### src/rtl/sdc_pkg.sv
package sdc_pkg;
   localparam int FULL_DIGITS = 4;
   localparam int NUM_DIGITS  = FULL_DIGITS + 1;
   localparam int BCD_W       = 4 * NUM_DIGITS;

   typedef logic [7:0] seg_t;

   // control register, bit 0 is the lowest field
   typedef struct packed {
      logic ext_clk;
      logic peak_sel;
      logic hold;
      logic host_sel;
      logic seg_sel;
   } ctrl_t;

   localparam seg_t SEG_ONE   = 8'h06;
   localparam seg_t SEG_MINUS = 8'h40;

   function automatic seg_t dec_to_seg(input logic [3:0] d);
      case (d)
         4'd0: return 8'h3F;
         4'd1: return 8'h06;
         4'd2: return 8'h5B;
         4'd3: return 8'h4F;
         4'd4: return 8'h66;
         4'd5: return 8'h6D;
         4'd6: return 8'h7D;
         4'd7: return 8'h07;
         4'd8: return 8'h7F;
         4'd9: return 8'h6F;
         default: return 8'h00;
      endcase
   endfunction
endpackage

### src/rtl/sdc_tick_gen.sv
module sdc_tick_gen #(
   parameter int TICK_DIV = 1966080
) (
   input  logic clk,
   input  logic rst_n,
   output logic tick
);
   localparam int CNT_W = $clog2(TICK_DIV);
   localparam logic [CNT_W-1:0] LAST = CNT_W'(TICK_DIV - 1);

   logic [CNT_W-1:0] cnt;

   always_ff @(posedge clk or negedge rst_n) begin
      if (!rst_n)       cnt <= '0;
      else if (tick)    cnt <= '0;
      else              cnt <= cnt + 1'b1;
   end

   assign tick = (cnt == LAST);
endmodule

### src/rtl/sdc_src_select.sv
module sdc_src_select #(
   parameter int VAL_W     = 16,
   parameter int MAG_LIMIT = 19999
) (
   input  logic                    clk,
   input  logic                    rst_n,
   input  logic                    tick,
   input  logic                    host_sel,
   input  logic                    hold,
   input  logic                    peak_sel,
   input  logic signed [VAL_W-1:0] user_val,
   input  logic signed [VAL_W-1:0] adc_data,
   input  logic                    adc_valid,
   input  logic                    peak_clr,
   output logic signed [VAL_W-1:0] shown_val,
   output logic signed [VAL_W-1:0] peak_val,
   output logic                    load
);
   localparam logic signed [VAL_W-1:0] LIM_P = VAL_W'(MAG_LIMIT);
   localparam logic signed [VAL_W-1:0] LIM_N = -LIM_P;

   function automatic logic signed [VAL_W-1:0] clamp(input logic signed [VAL_W-1:0] v);
      if (v > LIM_P) return LIM_P;
      if (v < LIM_N) return LIM_N;
      return v;
   endfunction

   function automatic logic [VAL_W-1:0] mag(input logic signed [VAL_W-1:0] v);
      logic [VAL_W-1:0] r;
      r = (v < 0) ? VAL_W'(-v) : VAL_W'(v);
      return r;
   endfunction

   logic signed [VAL_W-1:0] live_q;
   logic signed [VAL_W-1:0] adc_c;
   logic                    peak_win;

   always_comb begin
      adc_c    = clamp(adc_data);
      peak_win = adc_valid && (mag(adc_c) > mag(peak_val));
   end

   always_ff @(posedge clk or negedge rst_n) begin
      if (!rst_n) begin
         live_q    <= '0;
         peak_val  <= '0;
         shown_val <= '0;
         load      <= 1'b0;
      end else begin
         load <= tick;
         if (adc_valid) live_q <= adc_data;
         if (peak_clr)      peak_val <= '0;
         else if (peak_win) peak_val <= adc_c;
         if (tick) begin
            if (host_sel)      shown_val <= clamp(user_val);
            else if (hold)     shown_val <= shown_val;
            else if (peak_sel) shown_val <= peak_val;
            else               shown_val <= clamp(live_q);
         end
      end
   end
endmodule

### src/rtl/sdc_bin2bcd.sv
module sdc_bin2bcd
   import sdc_pkg::*;
#(
   parameter int VAL_W = 16
) (
   input  logic                    clk,
   input  logic                    rst_n,
   input  logic                    start,
   input  logic signed [VAL_W-1:0] value,
   output logic [BCD_W-1:0]        bcd,
   output logic                    neg
);
   localparam int MAG_W = VAL_W - 1;
   localparam int SH_W  = BCD_W + MAG_W;
   localparam int CNT_W = $clog2(MAG_W + 1);

   logic [SH_W-1:0]  sh, adj, nxt;
   logic [MAG_W-1:0] mag_in;
   logic [CNT_W-1:0] left;
   logic             busy, neg_w;

   always_comb begin
      mag_in = (value < 0) ? MAG_W'(-value) : MAG_W'(value);
      adj = sh;
      for (int k = 0; k < NUM_DIGITS; k++) begin
         if (sh[MAG_W + 4*k +: 4] >= 4'd5)
            adj[MAG_W + 4*k +: 4] = sh[MAG_W + 4*k +: 4] + 4'd3;
      end
      nxt = {adj[SH_W-2:0], 1'b0};
   end

   always_ff @(posedge clk or negedge rst_n) begin
      if (!rst_n) begin
         sh    <= '0;
         left  <= '0;
         busy  <= 1'b0;
         neg_w <= 1'b0;
         bcd   <= '0;
         neg   <= 1'b0;
      end else if (start) begin
         sh    <= {{BCD_W{1'b0}}, mag_in};
         left  <= CNT_W'(MAG_W);
         busy  <= 1'b1;
         neg_w <= (value < 0);
      end else if (busy) begin
         sh   <= nxt;
         left <= left - 1'b1;
         if (left == CNT_W'(1)) begin
            busy <= 1'b0;
            bcd  <= nxt[SH_W-1:MAG_W];
            neg  <= neg_w;
         end
      end
   end
endmodule

### src/rtl/sdc_scan.sv
module sdc_scan
   import sdc_pkg::*;
#(
   parameter int DIGIT_HOLD = 256
) (
   input  logic                             clk,
   input  logic                             rst_n,
   input  logic [NUM_DIGITS-1:0][7:0]       pat,
   output logic [NUM_DIGITS-1:0]            dig_en_n,
   output seg_t                             seg
);
   localparam int SLOT_W = $clog2(DIGIT_HOLD);
   localparam int IDX_W  = $clog2(NUM_DIGITS);
   localparam logic [SLOT_W-1:0] SLOT_LAST = SLOT_W'(DIGIT_HOLD - 1);
   localparam logic [IDX_W-1:0]  IDX_LAST  = IDX_W'(NUM_DIGITS - 1);

   logic [SLOT_W-1:0] slot;
   logic [IDX_W-1:0]  idx;

   always_ff @(posedge clk or negedge rst_n) begin
      if (!rst_n) begin
         slot <= '0;
         idx  <= '0;
      end else if (slot == SLOT_LAST) begin
         slot <= '0;
         idx  <= (idx == IDX_LAST) ? '0 : idx + 1'b1;
      end else begin
         slot <= slot + 1'b1;
      end
   end

   always_comb begin
      dig_en_n = '1;
      seg      = '0;
      if (slot != '0) begin
         dig_en_n[idx] = 1'b0;
         seg           = pat[idx];
      end
   end
endmodule

### src/rtl/seg_display_ctl.sv
module seg_display_ctl
   import sdc_pkg::*;
#(
   parameter int TICK_DIV   = 1966080,
   parameter int DIGIT_HOLD = 256,
   parameter int VAL_W      = 16,
   parameter int MAG_LIMIT  = 19999
) (
   input  logic                    clk,
   input  logic                    rst_n,
   input  logic [2:0]              reg_addr,
   input  logic [VAL_W-1:0]        reg_wdata,
   input  logic                    reg_we,
   input  logic signed [VAL_W-1:0] adc_data,
   input  logic                    adc_valid,
   input  logic                    peak_clr,
   output logic                    ext_clk_sel,
   output logic [NUM_DIGITS-1:0]   dig_en_n,
   output logic [7:0]              seg
);
   localparam logic [2:0] ADDR_CTRL = 3'd0;
   localparam logic [2:0] ADDR_USER = 3'd1;
   localparam int         SEG_BASE  = 2;

   generate
      if (TICK_DIV < 64)
         $error("TICK_DIV must leave room for the BCD conversion");
      if (DIGIT_HOLD < 2)
         $error("DIGIT_HOLD must allow a dark cycle and a lit cycle");
      if (VAL_W < 16 || VAL_W > 31)
         $error("VAL_W out of supported range");
      if (MAG_LIMIT < 1 || MAG_LIMIT > 19999)
         $error("MAG_LIMIT must fit four and a half digits");
   endgenerate

   ctrl_t                   ctrl_q;
   logic signed [VAL_W-1:0] user_q;
   logic                    refresh_tick;
   logic                    load;
   logic signed [VAL_W-1:0] shown_val;
   logic signed [VAL_W-1:0] peak_val;
   logic [BCD_W-1:0]        bcd;
   logic                    neg;
   logic [NUM_DIGITS-1:0][7:0] raw_pat;
   logic [NUM_DIGITS-1:0][7:0] enc_pat;
   logic [NUM_DIGITS-1:0][7:0] sel_pat;

   always_ff @(posedge clk or negedge rst_n) begin
      if (!rst_n) begin
         ctrl_q <= '0;
         user_q <= '0;
      end else if (reg_we) begin
         if (reg_addr == ADDR_CTRL) ctrl_q <= ctrl_t'(reg_wdata[$bits(ctrl_t)-1:0]);
         if (reg_addr == ADDR_USER) user_q <= reg_wdata;
      end
   end

   assign ext_clk_sel = ctrl_q.ext_clk;

   // raw segment byte per digit, and the decoded pattern per full digit
   generate
      for (genvar k = 0; k < NUM_DIGITS; k++) begin : g_raw
         seg_t raw_r;
         always_ff @(posedge clk or negedge rst_n) begin
            if (!rst_n)
               raw_r <= '0;
            else if (reg_we && reg_addr == 3'(SEG_BASE + k))
               raw_r <= reg_wdata[7:0];
         end
         assign raw_pat[k] = raw_r;
      end
      for (genvar k = 0; k < FULL_DIGITS; k++) begin : g_enc
         assign enc_pat[k] = dec_to_seg(bcd[4*k +: 4]);
      end
   endgenerate

   assign enc_pat[FULL_DIGITS] = ((bcd[BCD_W-4 +: 4] != 4'd0) ? SEG_ONE : 8'h00)
                               | (neg ? SEG_MINUS : 8'h00);
   assign sel_pat = ctrl_q.seg_sel ? raw_pat : enc_pat;

   sdc_tick_gen #(.TICK_DIV(TICK_DIV)) u_tick (
      .clk  (clk),
      .rst_n(rst_n),
      .tick (refresh_tick)
   );

   sdc_src_select #(.VAL_W(VAL_W), .MAG_LIMIT(MAG_LIMIT)) u_src (
      .clk      (clk),
      .rst_n    (rst_n),
      .tick     (refresh_tick),
      .host_sel (ctrl_q.host_sel),
      .hold     (ctrl_q.hold),
      .peak_sel (ctrl_q.peak_sel),
      .user_val (user_q),
      .adc_data (adc_data),
      .adc_valid(adc_valid),
      .peak_clr (peak_clr),
      .shown_val(shown_val),
      .peak_val (peak_val),
      .load     (load)
   );

   sdc_bin2bcd #(.VAL_W(VAL_W)) u_bcd (
      .clk  (clk),
      .rst_n(rst_n),
      .start(load),
      .value(shown_val),
      .bcd  (bcd),
      .neg  (neg)
   );

   sdc_scan #(.DIGIT_HOLD(DIGIT_HOLD)) u_scan (
      .clk     (clk),
      .rst_n   (rst_n),
      .pat     (sel_pat),
      .dig_en_n(dig_en_n),
      .seg     (seg)
   );
endmodule

### config.mk
export PLATFORM = sky130hd
export DESIGN_NAME = seg_display_ctl
export DESIGN_NICKNAME = d
export VERILOG_FILES = /design/src/rtl/sdc_pkg.sv /design/src/rtl/sdc_tick_gen.sv /design/src/rtl/sdc_src_select.sv /design/src/rtl/sdc_bin2bcd.sv /design/src/rtl/sdc_scan.sv /design/src/rtl/seg_display_ctl.sv
export SDC_FILE = /design/constraint.sdc
export NUM_CORES = 1
export LEC_CHECK = 0
export BUFFER_PORTS_ARGS = -buffer_cell sky130_fd_sc_hd__buf_4
export CAP_MARGIN = 30
export CORE_UTILIZATION = 43
export CTS_CLUSTER_SIZE = 20
export DETAILED_ROUTE_END_ITERATION = 7
export GPL_TIMING_DRIVEN = 0
export PLACE_DENSITY = 0.7
export SLEW_MARGIN = 10
export SYNTH_ARGS = -nofsm -noshare
export SYNTH_HDL_FRONTEND = slang
export SYNTH_SLANG_ARGS = --single-unit
### constraint.sdc
create_clock -name clk -period 6.4 [get_ports clk]
set_input_delay 0.96 -clock clk [delete_from_list [all_inputs] [get_ports clk]]
set_output_delay 0.96 -clock clk [all_outputs]
set_load 0.01 [all_outputs]
==> run_results.csv, run 1 <==
group,metric,value,unit
status,status,"finished clean",
placed_design,pre_cts_ws,0.155,ns
pwr,p_int,2.50,mW
final_layout,drive_above_1_share,0.162,
cts,cts_tree,"yes",
pwr,p_seq_frac,0.429,
sta,setup_viol,0,
worst_setup_path,startpoint_type,"primary input",
global_route,antenna_found_initial,0,
cts,cts.sinks,204,
cts,ctsResizeCount,0,
cts,cts_buffers,23,
sta,hold_viol,0,
cts,htree_levels,1,
worst_setup_path,cp.arrival,6.12,ns
route,via_per_inst,5.50,
worst_setup_path,crit_chain,"buf_4 -> nor4_4 -> nor2b_1 -> o21ai_0 -> and3_1 -> o21ai_0 -> ha_1 -> clkbuf_1 -> nor2_1 -> nand4b_2 -> or4_4 -> or2_1 -> a21oi_1 -> o21ai_1 -> ha_1 -> nand4_1 -> nor3_1 -> a22oi_1 -> a31oi_1 -> buf_2 -> mux2i_1 -> nor2_1",
sta,period_needed,5.76,ns
yosys,synth_ff_type,"dfrtp_1",
pwr,leakage,5.94,nW
cts,cts.clk_slew.worst_paths,0.06,ns
die,die_y,169,µm
pwr,finalPower,3.53,mW
cts,clockBufferDepth,3,
final_layout,finalNetCount,1405,
die,die_w,169,µm
final_layout,area_delta_synth_final,13.4,%
worst_setup_path,slowest_delay,0.51,ns
worst_setup_path,criticalPathCategory,"primary input to register",
final_layout,regArea,5100,µm²
cts,cts-root-buf,"clkbuf_16",
cts,clkLatencyLatePin,0.50,ns
route,firstDrtPassIters,5,
yosys,synth_area_per_cell,9.76,µm²
worst_setup_path,cpMaxStageDelayCell,"a31oi_1",
yosys,synth_area_leaders,"dfrtp_1 42%, mux2_2 8.7%, ha_1 5.6%, o21ai_0 4.5%, nor2_1 3.2%",
die,num_io_pins,54,
yosys,yosysTopAreaCell,"dfrtp_1",
sta,slew_headroom,0.424,
worst_setup_path,required,6.75,ns
sta,whs,0.306,ns
yosys,synthAdderAreaFrac,0.0561,
die,fp.dieArea,28700,µm²
yosys,synth.most_common_cell,"dfrtp_1",
yosys,synth_top_family_by_area,"simple AND/OR/NAND/NOR gates",
yosys,ys_seq_area_frac,0.424,
worst_setup_path,timing.rr.start,"u_src.peak_val[2]$_DFFE_PN0P_",
sta,fmax,174,MHz
yosys,synth-edff-count,0,
worst_setup_path,worstPathMaxFanout,10,
final_layout,n_antenna_cell,0,
cts,hold_buffers,0,
sta,setup_ws,0.639,ns
route,ant_nets,0,
global_route,grt_pass1_vias,9142,
yosys,synthCells,1233,
yosys,yosys_register_bits,204,
worst_setup_path,rr_endpoint,"u_src.peak_val[3]$_DFFE_PN0P_",
global_route,grt_start_max_net_pins,103,
yosys,syn_area,12000,µm²
yosys,async_flop_share,1.00,
route,drt-total-wl,28400,µm
pwr,ir_drop,158,µV
pwr,switchingPower,1.03,mW
sta,rsz0062_at_grt,"false",
worst_setup_path,r2r_cells,14,
route,drt_iter0_markers,757,
die,initial_core_util,0.443,
worst_hold_path,min_path_type,"primary input to async pin",
sta,max_slew.worst_pin.slew,0.863,ns
yosys,syn_nets,1327,
pwr,comb_power_share,0.216,
placed_design,io_buffers,49,
route,num_vias,9322,
sta,drv_slew,0,
yosys,netlist.area_leader.share,0.424,
pwr,p_clk_frac,0.355,
cts,post_cts_buffers,0,
route,drc_errors,0,
global_route,grt_first_pass_wirelength,47000,µm
pwr,swShare,0.291,
placed_design,dp_hpwl,21100,µm
final_layout,multiInputGateArea,6470,µm²
yosys,yosys_warnings,0,
yosys,muxShareOfSynthArea,0.140,
final_layout,fill_cells,2510,
yosys,synth-xor-area-share,0.0466,
flow_run,cap_viol_max_count,0,
worst_setup_path,cp-end-kind,"register",
pwr,power_density,259,nW/µm²
die,placementRows,60,
yosys,synth-compound-area-share,0.137,
global_route,grt-ovfl-total,0,
route,wl_per_cell,16.7,µm
yosys,ys_types,66,
yosys,synthTopCellsByCount,"204 x dfrtp_1, 108 x o21ai_0, 101 x nor2_1",
worst_setup_path,r2r_slack,2.44,ns
yosys,synth-simple-area-share,0.157,
sta,fin_worst_skew,0.0140,ns
die,coreArea,27200,µm²
placed_design,gp_congestion,0.941,
global_route,groute.usage.overall,0.203,
sta,fin_tns_setup,0,ns
sta,post-route-period-util,0.900,
==> flip-flops by register name, indices dropped and copies added, names as in the netlist <==
name / count
u_bcd.busy: 1
u_tick.cnt: 21
u_bcd.bcd: 20
g_raw.raw_r: 40
user_q: 16
u_bcd.sh: 35
u_src.live_q: 16
u_src.peak_val: 16
u_bcd.neg_w: 1
ctrl_q: 4
u_src.load: 1
ext_clk_sel: 1
u_bcd.left: 4
u_bcd.neg: 1
u_src.shown_val: 16
u_scan.idx: 3
u_scan.slot: 8
==> cell type report <==
type / instances / share of cell area
Timing Repair Buffer: 53 / 0.0323
Multi-Input combinational cell: 909 / 0.474
Buffer: 56 / 0.0160
Sequential cell: 204 / 0.374
Inverter: 64 / 0.0176
Clock buffer: 33 / 0.0464
Clock inverter: 4 / 0.00514
Tap cell: 372 / 0.0341
==> power groups by stage <==
stage / logic, mW / clock network, mW / registers [mW]
after floorplan: 0.530 / 0 / 1.49
after global placement: 0.728 / 0 / 1.53
after detailed placement: 0.750 / 0 / 1.53
after CTS: 0.754 / 1.29 / 1.51
after global routing: 0.845 / 1.34 / 1.53
final: 0.764 / 1.25 / 1.51
==> worst max-delay path, delay by kind of cell <==
family | cells | cell delay, ns
adder cells (fa/ha/maj) | 2 | 0.59
buffers and inverters | 3 | 0.72
AND/OR/NAND/NOR | 10 | 2.44
multiplexers | 1 | 0.23
AO/OA/AOI/OAI | 6 | 1.19
==> worst max path at each step <==
stage                 from                             end  slack (ns)
2_1_floorplan  adc_data[0]   u_src.peak_val[0]$_DFFE_PN0P_        1.23
3_3_place_gp   adc_data[0]   u_src.peak_val[9]$_DFFE_PN0P_        0.16
3_5_place_dp   adc_data[0]   u_src.peak_val[9]$_DFFE_PN0P_        0.16
4_1_cts        adc_data[0]   u_src.peak_val[9]$_DFFE_PN0P_        0.65
5_1_grt        adc_data[0]  u_src.peak_val[14]$_DFFE_PN0P_        0.18
6_report       adc_data[0]   u_src.peak_val[3]$_DFFE_PN0P_        0.64
==> kinds of logic after synthesis <==
group / after synthesis
and+or+nand+nor: 375
AOI/OAI and AO/OA: 275
DFF: 204
muxes: 141
buffers and inverters: 120
xor gates and xnor gates: 64
adders and majority gates: 54
==> metal layers <==
| layer | global-route usage | vias up | share of wire | routed length (µm) |
|---|---|---|---|---|
| li1 | - | 4532 | - | - |
| met1 | 0.272 | 4536 | 0.45 | 12800 |
| met2 | 0.346 | 203 | 0.49 | 13800 |
| met3 | 0.0280 | 51 | 0.039 | 1100 |
| met4 | 0.0517 | 0 | 0.025 | 701 |
| met5 | 0 | - | 0 | 0 |
==> stage by stage <==
stage | util | cell area (µm²) | std cells
floorplan | - | 12000 | 1233
global placement | 0.473 | 12900 | 1654
detailed placement | 0.476 | 12900 | 1657
CTS | 0.502 | 13600 | 1694
global route | 0.502 | 13600 | 1695
finish | 0.502 | 13600 | 1695
==> cell usage in the layout, fill, tap and decap left out, types with 9 or more instances in the layout <==
master | netlist | layout
a21o_1 | 11 | 11
mux4_2 | 13 | 13
nor4_1 | 9 | 9
nand2_1 | 88 | 88
nor2_1 | 101 | 101
nor3_1 | 24 | 24
nand2b_1 | 36 | 36
buf_4 | 0 | 48
and3_1 | 9 | 9
o31ai_1 | 10 | 10
xnor2_1 | 34 | 34
ha_1 | 54 | 54
a21oi_1 | 65 | 65
o21ai_0 | 108 | 108
mux2i_1 | 35 | 35
clkbuf_1 | 44 | 51
nand4_1 | 12 | 12
xor2_1 | 30 | 30
mux2_2 | 93 | 93
inv_1 | 63 | 63
dfrtp_1 | 204 | 204
o22ai_1 | 20 | 20
clkbuf_16 | 0 | 23
nor2b_1 | 22 | 22
nand3_1 | 35 | 35
Note: power is estimated with default switching activity, not from simulation.
==> run 2: changes to the inputs <==
Settings changed: BUFFER_PORTS_ARGS -buffer_cell sky130_fd_sc_hd__buf_4 to -buffer_cell sky130_fd_sc_hd__buf_2.
Clock period 6.4 ns to 7.3 ns, I/O delays scaled along.
==> run 2 against run 1 <==
Effect of this change: sequential cell count is the same; setup slack gained 0.61 ns; sequential power shrank 12%; critical path type unchanged; power shrank 10%; first-iteration DRC count shrank 5.4%; via count grew 2.1%.
==> run_results.csv, run 2 (synthesized netlist as in run 1, its figures left out) <==
group,metric,value,unit
final_layout,largest_register_ffs,40,
pwr,ir_drop,168,µV
die,die_w,169,µm
sta,setup_viol,0,
pwr,leakage,5.91,nW
worst_setup_path,cp-end-kind,"register",
pwr,finalPower,3.16,mW
worst_setup_path,worstPathMaxFanout,10,
cts,cts-root-buf,"clkbuf_16",
worst_setup_path,required,7.72,ns
die,placementRows,60,
final_layout,utilization,0.500,
worst_setup_path,cp.arrival,6.48,ns
placed_design,dp_hpwl,21300,µm
sta,hold_viol,0,
global_route,grt-ovfl-total,0,
cts,cts_tree,"yes",
route,drt_iter0_markers,716,
sta,fin_tns_setup,0,ns
final_layout,layout_common_cells,"204 x dfrtp_1, 108 x o21ai_0, 101 x nor2_1, 93 x mux2_2, 88 x nand2_1",
worst_hold_path,min_path_type,"primary input to async pin",
cts,clkLatencyLatePin,0.52,ns
cts,clockBufferDepth,3,
final_layout,fill_cells,2487,
die,initial_core_util,0.443,
final_layout,drive_above_1_share,0.163,
route,num_vias,9517,
cts,post_cts_buffers,0,
route,ant_nets,0,
global_route,groute.usage.overall,0.208,
sta,rsz0062_at_grt,"false",
sta,fmax,165,MHz
final_layout,n_antenna_cell,0,
cts,hold_buffers,0,
die,num_io_pins,54,
placed_design,io_buffers,49,
cts,cts_buffers,23,
pwr,power_density,233,nW/µm²
route,drc_errors,0,
placed_design,gp_congestion,0.920,
status,status,"finished clean",
final_layout,top_register,"g_raw.raw_r",
flow_run,cap_viol_max_count,0,
die,fp.dieArea,28700,µm²
global_route,grt_first_pass_wirelength,48400,µm
final_layout,area_delta_synth_final,12.9,%
global_route,grt_start_max_net_pins,91,
final_layout,fin_area,13600,µm²
sta,post-route-period-util,0.830,
placed_design,dpl-instance-area,12800,µm²
worst_setup_path,r2r_cells,14,
die,coreArea,27200,µm²
sta,max_slew.worst_pin.slew,0.991,ns
final_layout,reg.largest.list,"g_raw.raw_r: 40 flops, u_bcd.sh: 35 flops, u_tick.cnt: 21 flops",
sta,fin_worst_skew,0.0276,ns
cts,ctsResizeCount,0,
die,die_y,169,µm
final_layout,finalNetCount,1405,
cts,cts.sinks,204,
cts,htree_levels,1,
route,via_per_inst,5.60,
sta,slew_headroom,0.338,
route,firstDrtPassIters,5,
route,wl_per_cell,17.1,µm
route,drt-total-wl,29000,µm
sta,period_needed,6.06,ns
final_layout,final_common_cell,"dfrtp_1",
global_route,antenna_found_initial,0,
worst_setup_path,startpoint_type,"primary input",
global_route,grt_pass1_vias,9385,
sta,drv_slew,0,
cts,cts.clk_slew.worst_paths,0.06,ns
worst_setup_path,criticalPathCategory,"primary input to register",
-- run 2: cell types whose count changed in the layout (fill, tap and decap cells not counted), sizes merged --
cell      before  now
clkinvlp       0    1
inv           63   64
clkbuf        78   80
bufinv         2    3
-- run 2: layout make-up --
cell class / count / area [µm²] / area share
Multi-Input combinational cell: 909 / 6470 / 0.476
Sequential cell: 204 / 5100 / 0.376
Clock buffer: 35 / 651 / 0.0479
Tap cell: 372 / 465 / 0.0343
Timing Repair Buffer: 53 / 323 / 0.0238
Inverter: 64 / 240 / 0.0177
Buffer: 56 / 218 / 0.0160
Clock inverter: 7 / 116 / 0.00856
-- run 2: metrics by stage --
| stage | hold slack [ns] | std cells | worst slack, ns |
|---|---|---|---|
| global route | 0.469 | 1700 | 0.861 |
| global placement | 0.456 | 1654 | 0.925 |
| floorplan | 0.438 | 1233 | 1.99 |
| detailed placement | 0.464 | 1658 | 0.882 |
| CTS | 0.451 | 1700 | 1.40 |
| finish | 0.451 | 1700 | 1.24 |
-- run 2: worst max-delay path, cell delays in order --
cell      delay, ns
buf_2          0.17
nor4_4         0.33
nor2b_1        0.28
o21ai_0        0.13
and3_1         0.18
o21ai_0        0.15
ha_1           0.25
clkbuf_1       0.18
nor2_1         0.29
nand4b_2       0.20
or4_4          0.48
or2_1          0.28
a21oi_1        0.17
o21ai_1        0.11
ha_1           0.33
nand4_1        0.14
nor3_1         0.20
a22oi_1        0.15
a31oi_1        0.50
clkbuf_1       0.44
o21ai_0        0.26
a21oi_1        0.17
-- run 2: metal layers --
| metal | share of wire | up-vias | global-route usage |
|---|---|---|---|
| met1 | 0.44 | 4670 | 0.279 |
| met5 | 0 | - | 0 |
| met3 | 0.044 | 57 | 0.0226 |
| met4 | 0.026 | 0 | 0.0580 |
| met2 | 0.49 | 246 | 0.355 |
| li1 | - | 4544 | - |
-- run 2: final timing paths --
path                                               start                       endpoint  slack [ns]
max                                          adc_data[0]  u_src.peak_val[9]$_DFFE_PN0P_        1.24
min                                                rst_n      u_bcd.bcd[17]$_DFFE_PN0P_        0.45
max reg2reg                u_src.peak_val[2]$_DFFE_PN0P_  u_src.peak_val[9]$_DFFE_PN0P_        3.29
min reg2reg                     u_tick.cnt[14]$_DFF_PN0_       u_tick.cnt[14]$_DFF_PN0_        0.47
max in group asynchronous                          rst_n  u_src.peak_val[2]$_DFFE_PN0P_        5.71
min in group clk                u_tick.cnt[14]$_DFF_PN0_       u_tick.cnt[14]$_DFF_PN0_        0.47
-- run 2: power by group --
group	internal, mW	switching [mW]
combinational	0.285	0.375
clock	0.721	0.455
sequential	1.23	0.0936
total	2.24	0.924
==> run 3: changes to the inputs <==
Settings changed: ABC_AREA set to 1.
Clock period 7.3 ns to 5.9 ns, I/O delays scaled along.
==> run 3 against run 2 <==
Effect of this change: cell count increased by 20%; sequential power increased by 22%; first-iteration DRC count increased by 19%; global-route usage increased by 1.2 points; clock power increased by 30%.
==> run_results.csv, run 3 <==
group,metric,value,unit
cts,cts-root-buf,"clkbuf_16",
final_layout,n_antenna_cell,0,
die,initial_core_util,0.441,
final_layout,reg.largest.list,"g_raw.raw_r: 40 flops, u_bcd.sh: 35 flops, u_tick.cnt: 21 flops",
final_layout,fill_cells,2651,
cts,htree_levels,1,
yosys,synth-edff-count,0,
yosys,syn_nets,1672,
route,drc_errors,0,
worst_setup_path,timing.rr.start,"u_src.peak_val[3]$_DFFE_PN0P_",
yosys,ys_types,46,
global_route,antenna_found_initial,0,
global_route,grt_pass1_vias,10500,
worst_setup_path,startpoint_type,"primary input",
sta,hold_viol,0,
worst_setup_path,cp-end-kind,"register",
worst_setup_path,path_common_cell,"nand2_1",
die,num_io_pins,54,
yosys,synthCells,1578,
yosys,synth_area_per_cell,7.58,µm²
final_layout,utilization,0.501,
placed_design,gp_congestion,0.950,
global_route,grt_start_max_net_pins,113,
sta,fin_tns_setup,0,ns
global_route,grt-ovfl-total,0,
yosys,synthTopCellsByCount,"321 x nand2_1, 227 x o21ai_0, 208 x inv_1",
route,via_per_inst,5.27,
global_route,groute.usage.overall,0.219,
sta,setup_viol,0,
placed_design,pre_cts_ws,0.993,ns
cts,cts_buffers,24,
worst_setup_path,cpMaxStageDelayCell,"ha_1",
die,die_w,169,µm
sta,fmax,225,MHz
sta,drv_slew,0,
sta,slew_headroom,0.499,
route,num_vias,10800,
die,die_y,169,µm
worst_setup_path,cp_top_family,"simple AND/OR/NAND/NOR gates",
pwr,ir_drop,182,µV
yosys,yosys_warnings,0,
route,firstDrtPassIters,6,
route,ant_nets,0,
sta,max_slew.worst_pin.slew,0.752,ns
sta,post-route-period-util,0.754,
die,coreArea,27100,µm²
final_layout,layout_common_cells,"321 x nand2_1, 227 x o21ai_0, 208 x inv_1, 204 x dfrtp_1, 137 x nor2_1",
final_layout,multiInputGateArea,5820,µm²
pwr,leakage,6.55,nW
cts,ctsResizeCount,0,
sta,setup_ws,1.45,ns
sta,period_needed,4.45,ns
die,placementRows,60,
yosys,yosysTopAreaCell,"dfrtp_1",
final_layout,fin_cells,2048,
final_layout,finalNetCount,1753,
route,drt-total-wl,30300,µm
die,fp.dieArea,28500,µm²
yosys,netlist.area_leader.share,0.427,
worst_setup_path,critPathLaunch,"adc_data[5]",
worst_hold_path,min_path_type,"primary input to async pin",
worst_setup_path,slowest_delay,0.37,ns
cts,cts_tree,"yes",
final_layout,final_common_cell,"nand2_1",
route,wl_per_cell,14.8,µm
worst_setup_path,criticalPathCategory,"primary input to register",
cts,hold_buffers,0,
cts,cts.clk_slew.worst_paths,0.06,ns
yosys,yosys_register_bits,204,
final_layout,drive_above_1_share,0.0811,
final_layout,regArea,5100,µm²
yosys,synth_area_leaders,"dfrtp_1 43%, nand2_1 10%, o21ai_0 9.5%, inv_1 6.5%, ha_1 5.7%",
yosys,async_flop_share,1.00,
cts,post_cts_buffers,0,
worst_setup_path,required,6.28,ns
placed_design,io_buffers,53,
route,drt_iter0_markers,855,
cts,cts.sinks,204,
final_layout,largest_register_ffs,40,
cts,clockBufferDepth,3,
placed_design,dp_hpwl,22600,µm
yosys,syn_area,12000,µm²
final_layout,area_delta_synth_final,13.4,%
pwr,power_density,289,nW/µm²
worst_setup_path,crit_buf_inv,4,
yosys,synth_ff_type,"dfrtp_1",
cts,clkLatencyLatePin,0.52,ns
final_layout,top_register,"g_raw.raw_r",
sta,rsz0062_at_grt,"false",
pwr,finalPower,3.92,mW
flow_run,cap_viol_max_count,0,
yosys,ys_seq_area_frac,0.427,
yosys,synth.most_common_cell,"nand2_1",
worst_setup_path,worstPathMaxFanout,10,
sta,fin_worst_skew,0.0110,ns
status,status,"finished clean",
worst_setup_path,cp.arrival,4.82,ns
placed_design,dp.cells,2005,
global_route,grt_first_pass_wirelength,51100,µm
[run 3: worst register-to-register path: cells and delay by family (launching register included)]
family | cells | cell delay (ns)
xor+xnor | 1 | 0.15
compound gates | 2 | 0.36
buf+inv | 2 | 0.43
simple gates | 10 | 1.77
fa+ha+maj | 1 | 0.28
flops | 1 | 0.47
[run 3: layout make-up]
| cell class | count | share of cell area |
|---|---|---|
| clock inverter | 10 | 0.00839 |
| multi-input combinational | 1107 | 0.429 |
| clock buffer | 33 | 0.0528 |
| sequential | 204 | 0.376 |
| tap | 372 | 0.0343 |
| inverter | 214 | 0.0592 |
| timing repair buffer | 55 | 0.0231 |
| buffer | 53 | 0.0168 |
[run 3: path summary, 6_finish.rpt]
path / cells after the start / endpoint / slack, ns
max in group asynchronous: 2 / u_bcd.bcd[0]$_DFFE_PN0P_ / 4.57
max: 26 / u_src.peak_val[12]$_DFFE_PN0P_ / 1.45
min reg2reg: 1 / u_tick.cnt[0]$_DFF_PN0_ / 0.47
min: 1 / u_scan.slot[4]$_DFF_PN0_ / 0.34
max reg2reg: 16 / u_src.peak_val[12]$_DFFE_PN0P_ / 2.29
min in group clk: 1 / u_tick.cnt[0]$_DFF_PN0_ / 0.47
[run 3: cell families (layout without fill, tap and decap cells)]
| family | Yosys count | in the layout | synth area share |
|---|---|---|---|
| buffers and inverters | 267 | 365 | 0.0862 |
| XOR/XNOR | 43 | 43 | 0.0315 |
| flip-flops | 204 | 204 | 0.427 |
| AO/OA/AOI/OAI | 400 | 400 | 0.181 |
| multiplexers | 3 | 3 | 0.00283 |
| AND/OR/NAND/NOR | 607 | 607 | 0.215 |
| adder cells (fa/ha/maj) | 54 | 54 | 0.0565 |
[run 3: per-layer routing]
layer,up-vias,GRT usage,share of wire
met2,308,0.368,0.47
met3,71,0.0250,0.050
li1,5359,-,-
met1,5055,0.291,0.45
met5,-,0,0
met4,0,0.0822,0.034
[run 3: per-stage QoR]
stage	hold WS, ns	cell area (µm²)
4_1_cts	0.411	13600
6_report	0.337	13600
5_1_grt	0.411	13600
3_5_place_dp	0.468	12700
3_3_place_gp	0.447	12700
2_1_floorplan	0.433	12000
[run 3: power by group]
group          switching, mW  internal (mW)
logic                  0.503          0.276
registers              0.105           1.51
clock network          0.594          0.936
total                   1.20           2.72
